`config.mk`:
```
export PLATFORM = sky130hd
export DESIGN_NAME = nvm_frontend
export DESIGN_NICKNAME = d
export VERILOG_FILES = /design/src/rtl/nvm_fe_pkg.sv /design/src/rtl/nvm_shadow_store.sv /design/src/rtl/nvm_ctrl_regs.sv /design/src/rtl/nvm_addr_decode.sv /design/src/rtl/nvm_frontend.sv
export SDC_FILE = /design/constraint.sdc
export NUM_CORES = 1
export LEC_CHECK = 0
export BUFFER_PORTS_ARGS = -buffer_cell sky130_fd_sc_hd__clkbuf_2
export CORE_ASPECT_RATIO = 1.1
export CORE_MARGIN = 2
export CORE_UTILIZATION = 52
export CTS_BUF_LIST = sky130_fd_sc_hd__clkbuf_8
export CTS_CLUSTER_SIZE = 40
export DETAILED_ROUTE_END_ITERATION = 7
export PLACE_DENSITY = 0.91
export SLEW_MARGIN = 30
export SYNTH_ARGS = -nofsm -noshare
export SYNTH_HDL_FRONTEND = slang
export SYNTH_SLANG_ARGS = --single-unit
```
`constraint.sdc`:
```
create_clock -name clk_i -period 4.1 [get_ports clk_i]
set_input_delay 0.82 -clock clk_i [delete_from_list [all_inputs] [get_ports clk_i]]
set_output_delay 0.82 -clock clk_i [all_outputs]
set_load 0.05 [all_outputs]
```
`src/rtl/nvm_fe_pkg.sv`:
```
package nvm_fe_pkg;
  typedef enum logic [1:0] {HIT_NONE, HIT_REG, HIT_ARR, HIT_BOOT} hit_e;
  localparam int NREG     = 2;
  localparam int IX_CFG   = 0;
  localparam int IX_BASE  = 1;
  localparam int STOP_BIT = 15;
  localparam int LOCK_BIT = 14;
  localparam int BOOT_BIT = 13;
  localparam int PAGE_W   = 12;
  localparam int BOOT_AW  = 3;
endpackage

```
`src/rtl/nvm_shadow_store.sv`:
```
module nvm_shadow_store #(
  parameter int DW   = 16,
  parameter int NREG = 2,
  parameter int SELW = 1
) (
  input  logic                      clk_i,
  input  logic                      prog_i,
  input  logic                      erase_i,
  input  logic [SELW-1:0]           sel_i,
  input  logic [DW-1:0]             data_i,
  output logic [NREG-1:0][DW-1:0]   shadow_o
);
  // nonvolatile: no reset, erase fills ones, program only clears
  for (genvar g = 0; g < NREG; g++) begin : g_cell
    logic [DW-1:0] cell_q;
    always_ff @(posedge clk_i) begin
      if (erase_i)
        cell_q <= '1;
      else if (prog_i && sel_i == SELW'(g))
        cell_q <= cell_q & data_i;
    end
    assign shadow_o[g] = cell_q;
  end
endmodule

```
`src/rtl/nvm_ctrl_regs.sv`:
```
module nvm_ctrl_regs import nvm_fe_pkg::*; #(
  parameter int DW  = 16,
  parameter int ABW = 8
) (
  input  logic           clk_i,
  input  logic           rst_ni,
  input  logic           load_i,
  input  logic           strap_i,
  input  logic [DW-1:0]  sh_cfg_i,
  input  logic [DW-1:0]  sh_base_i,
  input  logic           wr_cfg_i,
  input  logic           wr_base_i,
  input  logic [DW-1:0]  wdata_i,
  output logic           stop_o,
  output logic           lock_o,
  output logic           boot_o,
  output logic [ABW-1:0] base_o
);
  logic base_we;
  logic unused_bits;

  assign base_we     = !lock_o || stop_o;
  assign unused_bits = ^{sh_cfg_i, sh_base_i, wdata_i};

  always_ff @(posedge clk_i or negedge rst_ni) begin
    if (!rst_ni) begin
      stop_o <= 1'b1;
      lock_o <= 1'b1;
      boot_o <= 1'b1;
      base_o <= '1;
    end else if (load_i) begin
      stop_o <= sh_cfg_i[STOP_BIT] | ~strap_i;
      lock_o <= sh_cfg_i[LOCK_BIT];
      boot_o <= sh_cfg_i[BOOT_BIT];
      base_o <= sh_base_i[ABW-1:0];
    end else begin
      if (wr_cfg_i) begin
        stop_o <= wdata_i[STOP_BIT];
        lock_o <= lock_o | wdata_i[LOCK_BIT];
        boot_o <= wdata_i[BOOT_BIT];
      end
      if (wr_base_i && base_we)
        base_o <= wdata_i[ABW-1:0];
    end
  end
endmodule

```
`src/rtl/nvm_addr_decode.sv`:
```
module nvm_addr_decode import nvm_fe_pkg::*; #(
  parameter int              AW       = 20,
  parameter int              ABW      = 8,
  parameter int              REG_AW   = 4,
  parameter logic [AW-1:0]   REG_BASE = 20'h7F000
) (
  input  logic [AW-1:0]     addr_i,
  input  logic              stop_i,
  input  logic              boot_i,
  input  logic [ABW-1:0]    base_i,
  output hit_e              hit_o,
  output logic [REG_AW-2:0] reg_ix_o
);
  logic boot_area, reg_area, arr_area, boot_en;
  logic unused_lsb;

  assign unused_lsb = addr_i[0];
  assign boot_en    = !boot_i && !stop_i;
  assign boot_area  = addr_i[AW-1:BOOT_AW] == '0;
  assign reg_area   = addr_i[AW-1:REG_AW] == REG_BASE[AW-1:REG_AW];
  assign arr_area   = !stop_i && (addr_i[AW-1:AW-ABW] == base_i);
  assign reg_ix_o   = addr_i[REG_AW-1:1];

  // priority: boot vectors, own registers, array window
  always_comb begin
    if (boot_en && boot_area) hit_o = HIT_BOOT;
    else if (reg_area)        hit_o = HIT_REG;
    else if (arr_area)        hit_o = HIT_ARR;
    else                      hit_o = HIT_NONE;
  end
endmodule

```
`src/rtl/nvm_frontend.sv`:
```
module nvm_frontend import nvm_fe_pkg::*; #(
  parameter int                  ADDR_W   = 20,
  parameter int                  DATA_W   = 16,
  parameter int                  REG_AW   = 4,
  parameter logic [ADDR_W-1:0]   REG_BASE = 20'h7F000
) (
  input  logic              clk_i,
  input  logic              rst_ni,
  input  logic              strap_i,
  input  logic              rd_i,
  input  logic              wr_i,
  input  logic [ADDR_W-1:0] addr_i,
  input  logic [DATA_W-1:0] wdata_i,
  output logic [DATA_W-1:0] rdata_o,
  output logic              ack_o,
  output logic              reg_hit_o,
  output logic              arr_hit_o,
  output logic              boot_hit_o,
  input  logic              sh_prog_i,
  input  logic              sh_erase_i,
  input  logic              sh_sel_i,
  input  logic [DATA_W-1:0] sh_data_i
);
  localparam int ABW  = ADDR_W - PAGE_W;
  localparam int SELW = 1;
  localparam int IXW  = REG_AW - 1;

  logic                          ready_q, load, access;
  logic [NREG-1:0][DATA_W-1:0]   sh_q;
  logic                          stop, lock, boot;
  logic [ABW-1:0]                base;
  hit_e                          hit;
  logic [IXW-1:0]                reg_ix;
  logic                          wr_cfg, wr_base;
  logic [DATA_W-1:0]             rd_val;

  always_ff @(posedge clk_i or negedge rst_ni) begin
    if (!rst_ni) ready_q <= 1'b0;
    else         ready_q <= 1'b1;
  end

  assign load   = !ready_q;
  assign access = ready_q && (rd_i || wr_i);

  nvm_shadow_store #(.DW(DATA_W), .NREG(NREG), .SELW(SELW)) u_shadow (
    .clk_i    (clk_i),
    .prog_i   (sh_prog_i),
    .erase_i  (sh_erase_i),
    .sel_i    (sh_sel_i),
    .data_i   (sh_data_i),
    .shadow_o (sh_q)
  );

  nvm_addr_decode #(.AW(ADDR_W), .ABW(ABW), .REG_AW(REG_AW), .REG_BASE(REG_BASE)) u_dec (
    .addr_i   (addr_i),
    .stop_i   (stop),
    .boot_i   (boot),
    .base_i   (base),
    .hit_o    (hit),
    .reg_ix_o (reg_ix)
  );

  assign wr_cfg  = access && wr_i && hit == HIT_REG && reg_ix == IXW'(IX_CFG);
  assign wr_base = access && wr_i && hit == HIT_REG && reg_ix == IXW'(IX_BASE);

  nvm_ctrl_regs #(.DW(DATA_W), .ABW(ABW)) u_regs (
    .clk_i     (clk_i),
    .rst_ni    (rst_ni),
    .load_i    (load),
    .strap_i   (strap_i),
    .sh_cfg_i  (sh_q[IX_CFG]),
    .sh_base_i (sh_q[IX_BASE]),
    .wr_cfg_i  (wr_cfg),
    .wr_base_i (wr_base),
    .wdata_i   (wdata_i),
    .stop_o    (stop),
    .lock_o    (lock),
    .boot_o    (boot),
    .base_o    (base)
  );

  always_comb begin
    rd_val = '0;
    if (reg_ix == IXW'(IX_CFG)) begin
      rd_val[STOP_BIT] = stop;
      rd_val[LOCK_BIT] = lock;
      rd_val[BOOT_BIT] = boot;
    end else if (reg_ix == IXW'(IX_BASE)) begin
      rd_val[ABW-1:0] = base;
    end
  end

  always_ff @(posedge clk_i or negedge rst_ni) begin
    if (!rst_ni) begin
      ack_o      <= 1'b0;
      reg_hit_o  <= 1'b0;
      arr_hit_o  <= 1'b0;
      boot_hit_o <= 1'b0;
      rdata_o    <= '0;
    end else begin
      ack_o      <= access && hit != HIT_NONE;
      reg_hit_o  <= access && hit == HIT_REG;
      arr_hit_o  <= access && hit == HIT_ARR;
      boot_hit_o <= access && hit == HIT_BOOT;
      rdata_o    <= (access && rd_i && !wr_i && hit == HIT_REG) ? rd_val : '0;
    end
  end
endmodule

```
After elaboration in Yosys (flattened, before gate mapping)
Index checks and enable logic that the tools add are counted.

storage, ports and cells
  input port bits = 60
  register bits after elaboration = 64
  word-level logic and storage cells = 68

cells by class
  reduce and logical (&&, ||, !) cells = 27
  equality and inequality tests = 8
  bitwise logic cells = 6
  mux-type cells = 15

operator list
  cell                                                                count
  16-bit bitwise AND                                                  2
  8-bit 2-to-1 mux                                                    4
  1-bit logical AND                                                   18
  17-bit zero test                                                    1
  16-bit by 15-bit == test with 1-bit output (second input constant)  1
  16-bit 2-to-1 mux                                                   1
  8-bit == test                                                       1
  1-bit 2-to-1 mux                                                    6
  2-bit 2-to-1 mux                                                    3
  2-bit == test (second input constant)                               2
  1-bit zero test                                                     4
  2-bit by 1-bit != test with 1-bit output (second input constant)    2
  3-bit by 1-bit == test with 1-bit output (second input constant)    1
  3-bit zero test                                                     1
  3-bit 2-to-1 mux                                                    1
  2-bit by 1-bit == test with 1-bit output (second input constant)    1
  1-bit logical OR                                                    2
  1-bit NOT                                                           2
  1-bit OR                                                            2
  2-bit nonzero test                                                  1

Logic depth before layout (Yosys ltp)
Gate-level depths: netlist (run 1).

  word-level depth = 11
  depth in mapped cells = 6

Hierarchy
Synthesis (run 1) repeated with hierarchy kept, for this count alone.

unflattened totals
  cell total of the unflattened synthesis = 255
  area total of the unflattened synthesis = 2537.4 µm²

by module, submodules not included
  module            times used  area each (µm²)  cells each
  nvm_shadow_store  1           1099.8           122
  nvm_frontend      1           663.1            65
  nvm_ctrl_regs     1           585.6            41
  nvm_addr_decode   1           188.9            27

Worst setup path before layout (run 1)
OpenSTA, ideal clock, no wires.

  path kind = input port to flip-flop
  start = in addr_i[4]
  end = reg u_regs.base_o[0]
  slack = 2001 ps
  library setup time = 77 ps
  data required time = 4023 ps
  arrival = 2022 ps
  cell stages on the path = 4
  path through = or3_1 -> clkbuf_1 -> or4_1 -> a31oi_1

between the ends
  longest elaborated chain between the ends = 8
  elaborated cells between the ends (all ways) = 10
  classes of those cells = eq/ne (3); mux (2); reduce/logical (5)

RTL lines
  what                                                                            RTL line                                      RTL
  start: declaration                                                              nvm_frontend.sv:12                            input logic [ADDR_W-1:0] addr_i,
  16-bit by 15-bit == test with 1-bit output or 17-bit zero test (tied branches)  nvm_addr_decode.sv:20, nvm_addr_decode.sv:19
  2-bit 2-to-1 mux or 1-bit logical AND (tied branches)                           nvm_addr_decode.sv:27, nvm_addr_decode.sv:26
  2-bit 2-to-1 mux *                                                              nvm_addr_decode.sv:26                         if (boot_en && boot_area) hit_o = HIT_BOOT;
  2-bit by 1-bit == test with 1-bit output *                                      nvm_frontend.sv:64                            assign wr_base = access && wr_i && hit == HIT_REG && reg_ix == IXW'(IX_BASE);
  1-bit logical AND * (2 in a row)                                                nvm_frontend.sv:64
  1-bit logical AND *                                                             nvm_ctrl_regs.sv:42                           if (wr_base_i && base_we)
  2-bit by 1-bit != test with 1-bit output (no line) *                            --
  end signal: assignment                                                          nvm_ctrl_regs.sv:35                           base_o <= sh_base_i[ABW-1:0];
  end signal: assignment                                                          nvm_ctrl_regs.sv:43                           base_o <= wdata_i[ABW-1:0];
  end: declaration                                                                nvm_ctrl_regs.sv:17                           output logic [ABW-1:0] base_o

Every way passes the cells marked *; elsewhere a longest branch is shown, timed or not.
A chain may end at the register's enable or synchronous reset.

Worst setup path in the final report (run 1)
  start = reg ready_q
  end = reg u_regs.base_o[0]

between the ends
  longest elaborated chain between the ends = 6
  elaborated cells between the ends (all ways) = 7
  classes of those cells = eq/ne (1); mux (1); reduce/logical (5)

RTL lines
  what                                                RTL line             RTL
  start: declaration                                  nvm_frontend.sv:28   logic ready_q, load, access;
  start signal: assignment                            nvm_frontend.sv:38   if (!rst_ni) ready_q <= 1'b0;
  start signal: assignment                            nvm_frontend.sv:39   else ready_q <= 1'b1;
  1-bit logical AND                                   nvm_frontend.sv:43   assign access = ready_q && (rd_i || wr_i);
  1-bit logical AND (3 in a row)                      nvm_frontend.sv:64
  1-bit logical AND                                   nvm_ctrl_regs.sv:42
  2-bit by 1-bit != test with 1-bit output (no line)  --

Several ways; a longest one is shown, not always the timed one.

==> results of run 1 <==
[worst max-delay path, cell delays in order, from the launching register on]
cell and delay [ps]:
dfrtp_1 780, nor3b_2 310, nand4_1 610, or4_1 710
a31oi_1 180
[cell families after synthesis]
group | after synthesis
DFF | 38
and+or+nand+nor | 81
buffers and inverters | 19
xor gates and xnor gates | 8
other | 2
AOI/OAI and AO/OA | 35
[placed cells by master (no fill, tap or decap), drive strengths merged]
cell type,n
conb,6
xnor2,7
or4,12
and2,10
inv,8
nor4,6
nor3,3
dfstp,11
or3,1
nand2,3
clkbuf,68
dfrtp,16
a21oi,1
nand4,3
dfxtp,11
o21ai,12
o31ai,10
nor2,12
xor2,1
and4,1
a31oi,11
nor2b,1
nand3,12
and3,1
a211o,1
nand2b,13
nor3b,3
[area by class of cell]
cell class,instances,area share (%)
flip-flops and latches,38,41.9
multi-input cells,130,36.9
repair buffers,63,14.5
clock buffers,5,3.17
well taps,36,2.07
inverters,5,0.865
clock inverters,3,0.519
[per-layer routing]
metal,track usage (%),vias up
li1,-,767
met1,27.1,697
met2,33.4,71
met3,5.71,9
met4,10.6,0
met5,0,-
[report_power, final]
| group | internal, mW | switching, mW |
|---|---|---|
| logic | 0.0372 | 0.0487 |
| clock network | 0.113 | 0.120 |
| registers | 0.392 | 0.0130 |
| total | 0.543 | 0.181 |
[how the worst max path moves through the flow]
stage,from,endpoint,slack (ps),cells past startpoint
4_1_cts,ready_q,u_regs.base_o[4],1450,4
6_report,ready_q,u_regs.base_o[0],1420,4
3_5_place_dp,addr_i[8],u_regs.base_o[4],1260,5
5_1_grt,ready_q,u_regs.base_o[4],1240,4
3_3_place_gp,addr_i[8],u_regs.base_o[1],1340,5
2_1_floorplan,addr_i[4],u_regs.base_o[0],2000,4
==> summary.txt, run 1 <==
Global routing
  – Initial antenna violation count: 0
  – Vias in the first global route: 1422
  – Pin count of the biggest net entering global routing: 28
  – GRT overflow: 0
  – Global-route wire length before repair: 6270 um
  – GR Util All Layers: 21.4%

Synthesis
  – Post-synthesis mux area share: 0%
  – Main synth FF type: dfrtp_1
  – Synth async-reset ratio: 71.1%
  – Syn Inst Count: 183
  – Synth Area in Compound Gates: between 10% and 20%
  – Post-Synth Simple-Gate Area: 27.5%
  – Count leader, synth: dfrtp_1
  – Dominant cells by area after synthesis: dfrtp_1 (22%), dfstp_2 (16%), dfxtp_1 (12%)
  – Synth top area share: approximately 22%
  – Xor/xnor cell area share of the yosys netlist: about 3.9%
  – Post-synth EDFFs: 0
  – #FFs+latches synth: 38
  – Largest area contributor in the netlist: dfrtp_1
  – Synth top cells by count: dfrtp_1 (16), nand2b_1 (13)
  – Synth unique cells: 32
  – Sequential-to-total area share from yosys stat: between 50% and 60%
  – Yosys warnings: 0
  – Synthesized area: 1790 sq um
  – Largest family of logic cells by synthesized area: simple AND/OR/NAND/NOR gates
  – Adder-cell area share of the yosys netlist: 0%
  – Average size of a mapped cell: 9.77 sq um

Place
  – DP Cell Count: 272
  – DP HPWL: 2900 um
  – Place WS: 1260 ps
  – Count of input and output buffers: 63
  – Final Wtd Congestion: 0.847
  – Cell Area, Placed: 2090 sq um

Clocking
  – Worst-path clk slew: roughly 70 ps
  – CTS tree: yes
  – Total setup buffers inserted after CTS: 0
  – H-tree Lvls: 2
  – Clock root cell: clkbuf_8
  – Latest clock arrival within the worst-skew pair: 280 ps
  – CTS Sinks: 38
  – Post-cts resize count: 0
  – Clock buffer depth: 2
  – TritonCTS buffer count: 5
  – Hold_buf cts: 0

Layout
  – Nets: 303
  – Fraction of layout cells with a size suffix above 1: 33.2%
  – Antenna cell count: 0
  – Reg area: 910 sq um
  – Final instance area: 2170 sq um
  – Non-filler instance count after layout: 280
  – Area grow syn2layout: 21.4%
  – Top flop regs: rdata_o (11), u_shadow.g_cell.cell_q (11), u_regs.base_o (8)
  – FILL cells: 282
  – Multi-input gate area: 802 sq um
  – Layout Utilization: 65.7%

STA
  – Relative slew slack: around half
  – Final critical-path share of the clock period: 65.3%
  – RSZ-0062 raised after global routing: false
  – Tightest Pin Transition: ~740 ps
  – Max-slew violations: 0
  – Endpoints failing hold: 0
  – Worst Hold Slack: 458 ps
  – Setup violations, final: 0
  – Period minus WS final: 2680 ps
  – Clock Skew: between 5 and 6 ps
  – Max Freq: approximately 370 MHz
  – Setup_tns: 0 ps
  – Fin worst setup slack: 1420 ps

Pwr
  – Max IR drop VDD: 0.226 mV
  – Pwr per Cell Area: 334 nW/um^2
  – Leak pwr: approximately 0.99 nW
  – Power, Total: between 700 and 800 uW

Floorplan
  – I/O pin cnt: 80
  – Die footprint: 3920 sq um
  – Die Ht: around 66 um
  – FP Rows: 22
  – Die Width: 59.9 um
  – Initial core utilization: 54.1%
  – Core area: 3300 sq um

Routing
  – First-iteration detailed-routing DRC count: 50
  – Post-route ant nets: 0
  – DRC: 0
  – Routed WL: 3830 um
  – Avg WL per Cell: 13.7 um
  – DR vias: 1544
  – Highest metal used: met4
  – Met2 wire length: 1810 um
  – TritonRoute pass-1 iters: 4
  – DRT met1 WL: 1640 um
  – Vias per cell: 5.51
  – DR WL met3: 299 um

Setup path
  – Reg2reg setup slack: ~1400 ps
  – Reg2reg end: u_regs.base_o[0]
  – CP required: 4310 ps
  – Crit Path Max Fanout: 24
  – CP Capture Type: flop
  – R2R Path Start: ready_q
  – Crit path kind: reg2reg
  – Worst EP arrival: 2890 ps
  – CP Launch Type: flop
  – Reg2Reg Depth: 4

Worst hold path
  – Hold Path Class: reg2reg
  – HP Start: u_shadow.g_cell[1].cell_q[6]
  – Hold depth: 2
  – Hold EP: u_regs.base_o[6]

Flow run
  – Total of max-cap violations: 0

Status
  – Status: finished clean
Power figures use the tool's default switching activity.
==> run 2, diff against run 1 <==
Settings changed: ABC_AREA set to 1, CORE_UTILIZATION 52 to 44, PLACE_DENSITY 0.91 to 0.81.
Clock period 4.1 ns to 2.4 ns, I/O delays scaled along.
==> run 2 against run 1 <==
  * Area after synthesis is 6.1% higher
  * Clock power grew 91%
  * Global-route usage down 3.5 points
  * Clock skew barely moved
  * Core utilization decreased by 11 points
  * Sequential share of layout area down 2.8 points
  * Synthesized cell count increased by 34%
  * Register-to-register slack worse by 350 ps
  * Critical path type is now in2reg
  * Critical endpoint is now rdata_o[2]
  * Highest routed layer unchanged
==> summary.txt, run 2 <==
Clocking
  – Worst-path clk slew: 70 ps (about the same)
  – Post-cts resize count: 0 (unchanged)
  – CTS Sinks: 38 (unchanged)
  – Clock root cell: clkbuf_8
  – TritonCTS buffer count: 5 (unchanged)
  – Latest clock arrival within the worst-skew pair: 290 ps (about the same)
  – Hold_buf cts: 0 (unchanged)
  – Total setup buffers inserted after CTS: 0 (unchanged)
  – H-tree Lvls: 2 (unchanged)
  – CTS tree: yes
  – Clock buffer depth: 2 (unchanged)

Floorplan
  – Initial core utilization: 44.9% (-9.2 points)
  – Die Width: 66.6 um (+11%)
  – I/O pin cnt: 80 (unchanged)
  – Core area: 4220 sq um (+28%)
  – FP Rows: 25 (+14%)
  – Die footprint: 4850 sq um (+24%)
  – Die Ht: 72.9 um (+11%)

Setup path
  – Crit path kind: in2reg
  – Reg2reg end: u_regs.base_o[6]
  – CP required: 2590 ps (-1720 ps)
  – CP Capture Type: flop
  – Crit path from: addr_i[12]
  – Worst path max stage delay: 400 ps (-380 ps)
  – Worst EP arrival: 1710 ps (-1180 ps)
  – CP top delay family: simple AND/OR/NAND/NOR gates
  – CP Launch Type: input pin
  – Reg2Reg Depth: 7 (+3)
  – Bufs and invs on worst path: 2 (+2)
  – R2R Path Start: ready_q
  – Critical-path cell list: clkbuf_2 -> nand2_1 -> inv_2 -> nand2_2 -> nor2_4 -> nand3_1 -> nor3b_1
  – Crit Path Max Fanout: 11 (-54%)
  – Reg2reg setup slack: 1070 ps (-350 ps)
  – Slowest-stage cell, CP: nand3_1
  – Worst Setup EP: rdata_o[2]
  – WP depth: 7 (+3)

Synthesis
  – Syn Inst Count: 245 (+34%)
  – Main synth FF type: dfrtp_1
  – Dominant cells by area after synthesis: dfrtp_1 (21%), nand2_1 (19%), dfstp_2 (15%)
  – Synth top area share: 21.1% (-1.3 points)
  – Synth top cells by count: nand2_1 (95), nor2_1 (25), inv_1 (19), dfrtp_1 (16), nand3_1 (14)
  – Yosys warnings: 0 (unchanged)
  – Synth async-reset ratio: 71.1% (unchanged)
  – Sequential-to-total area share from yosys stat: 48.0% (-2.9 points)
  – Average size of a mapped cell: 7.74 sq um (-21%)
  – Synthesized area: 1900 sq um (+6.1%)
  – Largest area contributor in the netlist: dfrtp_1
  – Post-synth EDFFs: 0 (unchanged)
  – Synth unique cells: 28 (-13%)
  – Count leader, synth: nand2_1
  – #FFs+latches synth: 38 (unchanged)

STA
  – Setup violations, final: 0 (unchanged)
  – Clock Skew: 4.96 ps (-0.210 ps)
  – Relative slew slack: 58.7% (+8.0 points)
  – Final critical-path share of the clock period: 63.5%
  – Worst Hold Slack: 194 ps (-264 ps)
  – Max Freq: 656 MHz
  – Tightest Pin Transition: 620 ps (-117 ps)
  – RSZ-0062 raised after global routing: false
  – Period minus WS final: approximately 1500 ps
  – Max-slew violations: 0 (unchanged)
  – Endpoints failing hold: 0 (unchanged)
  – Setup_tns: 0 ps (unchanged)

Pwr
  – Power, Total: 1.35 mW (+87%)
  – Switch share: 26.7% (+1.7 points)
  – Leak pwr: 1.28 nW (+30%)
  – Comb pwr share: 14.9% (+3.0 points)
  – NetSw: 362 uW (+100%)
  – Flop pwr share: 52.3% (-3.7 points)
  – Int Pwr: 992 uW (+83%)
  – Max IR drop VDD: 0.330 mV (+46%)
  – Pwr per Cell Area: 582 nW/um^2 (+74%)
  – Clk network pwr share: 32.9% (+0.7 points)

Routing
  – TritonRoute pass-1 iters: 4 (unchanged)
  – Met2 wire length: 1850 um (+2.7%)
  – DRT met1 WL: 1490 um (-8.9%)
  – Avg WL per Cell: 10.1 um (-26%)
  – Routed WL: 3680 um (-3.8%)
  – DRC: 0 (unchanged)
  – Post-route ant nets: 0 (unchanged)
  – DR vias: 1636 (+6.0%)
  – First-iteration detailed-routing DRC count: 110 (+120%)
  – DR WL met3: 262 um (-12%)
  – Highest metal used: met4
  – Vias per cell: 4.49 (-18%)

Layout
  – Most common cell after layout, fill and taps aside: nand2_1
  – Final instance area: 2330 sq um (+7.3%)
  – Most frequent cells in the layout: nand2_1 (95), clkbuf_2 (63), nor2_1 (25)
  – Layout Utilization: 55.1% (-11 points)
  – Fraction of layout cells with a size suffix above 1: 33.2% (about the same)
  – Area grow syn2layout: 22.8%
  – Antenna cell count: 0 (unchanged)
  – Top flop regs: rdata_o (11), u_shadow.g_cell.cell_q (11), u_regs.base_o (8)
  – Nets: 369 (+22%)

Place
  – Cell Area, Placed: 2230 sq um (+6.9%)
  – DP HPWL: 3030 um (+4.6%)
  – Count of input and output buffers: 63 (unchanged)
  – Final Wtd Congestion: 0.916 (+8.2%)

Status
  – Status: finished clean

Global routing
  – Initial antenna violation count: 0 (unchanged)
  – Global-route wire length before repair: 6530 um (+4.2%)
  – Vias in the first global route: 1562 (+9.8%)
  – GR Util All Layers: 17.9% (-3.5 points)
  – Pin count of the biggest net entering global routing: 28 (unchanged)
  – GRT overflow: 0 (unchanged)

Worst hold path
  – Hold Path Class: in2async

Flow run
  – Total of max-cap violations: 0 (unchanged)
-- run 2: how the worst min path moves through the flow --
stage	startpoint	end	slack [ps]	cells after the start
after floorplan	rst_ni	ack_o	180	0
after global placement	u_shadow.g_cell[1].cell_q[1]	u_shadow.g_cell[1].cell_q[1]	440	2
after detailed placement	u_shadow.g_cell[1].cell_q[5]	u_shadow.g_cell[1].cell_q[5]	450	2
after CTS	rst_ni	ready_q	200	1
after global routing	rst_ni	ready_q	240	1
final	rst_ni	ready_q	190	1
-- run 2: kinds of logic (layout without fill, tap and decap cells) --
logic type	Yosys count	in the layout	synth area share, %
DFF	38	38	48.0
other	2	6	0.396
xor gates and xnor gates	3	3	1.39
buffers and inverters	34	95	8.11
AOI/OAI and AO/OA	14	14	3.69
and+or+nand+nor	154	154	38.5
-- run 2: worst register-to-register path: cells and delay by family, from the launching register on --
| family | cells | cell delay, ps |
|---|---|---|
| buffers and inverters | 2 | 380 |
| flip-flops | 1 | 350 |
| AND/OR/NAND/NOR | 5 | 540 |
-- run 2: per-stage QoR --
step                worst slack (ps)  instances
floorplan                       1130        249
global placement                 653        356
detailed placement               573        356
CTS                              870        364
global route                     752        364
finish                           875        364
-- run 2: power groups by stage --
stage / combinational (mW) / sequential (mW) / clock [mW]
final: 0.201 / 0.708 / 0.445
after global routing: 0.233 / 0.713 / 0.494
after CTS: 0.204 / 0.707 / 0.466
after detailed placement: 0.203 / 0.720 / 0
after global placement: 0.196 / 0.719 / 0
after floorplan: 0.137 / 0.713 / 0
-- run 2: layout make-up --
type	count	area, sq um
timing repair buffer	64	323
sequential	38	910
inverter	23	86.3
clock inverter	2	11.3
clock buffer	6	82.6
fill	415	1890
tap	54	67.6
multi-input combinational	177	848
-- run 2: routing by layer --
layer  vias up  global-route usage [%]
li1        871                       -
met1       705                    20.2
met2        52                    30.1
met3         8                    6.17
met4         0                    8.84
met5         -                       0
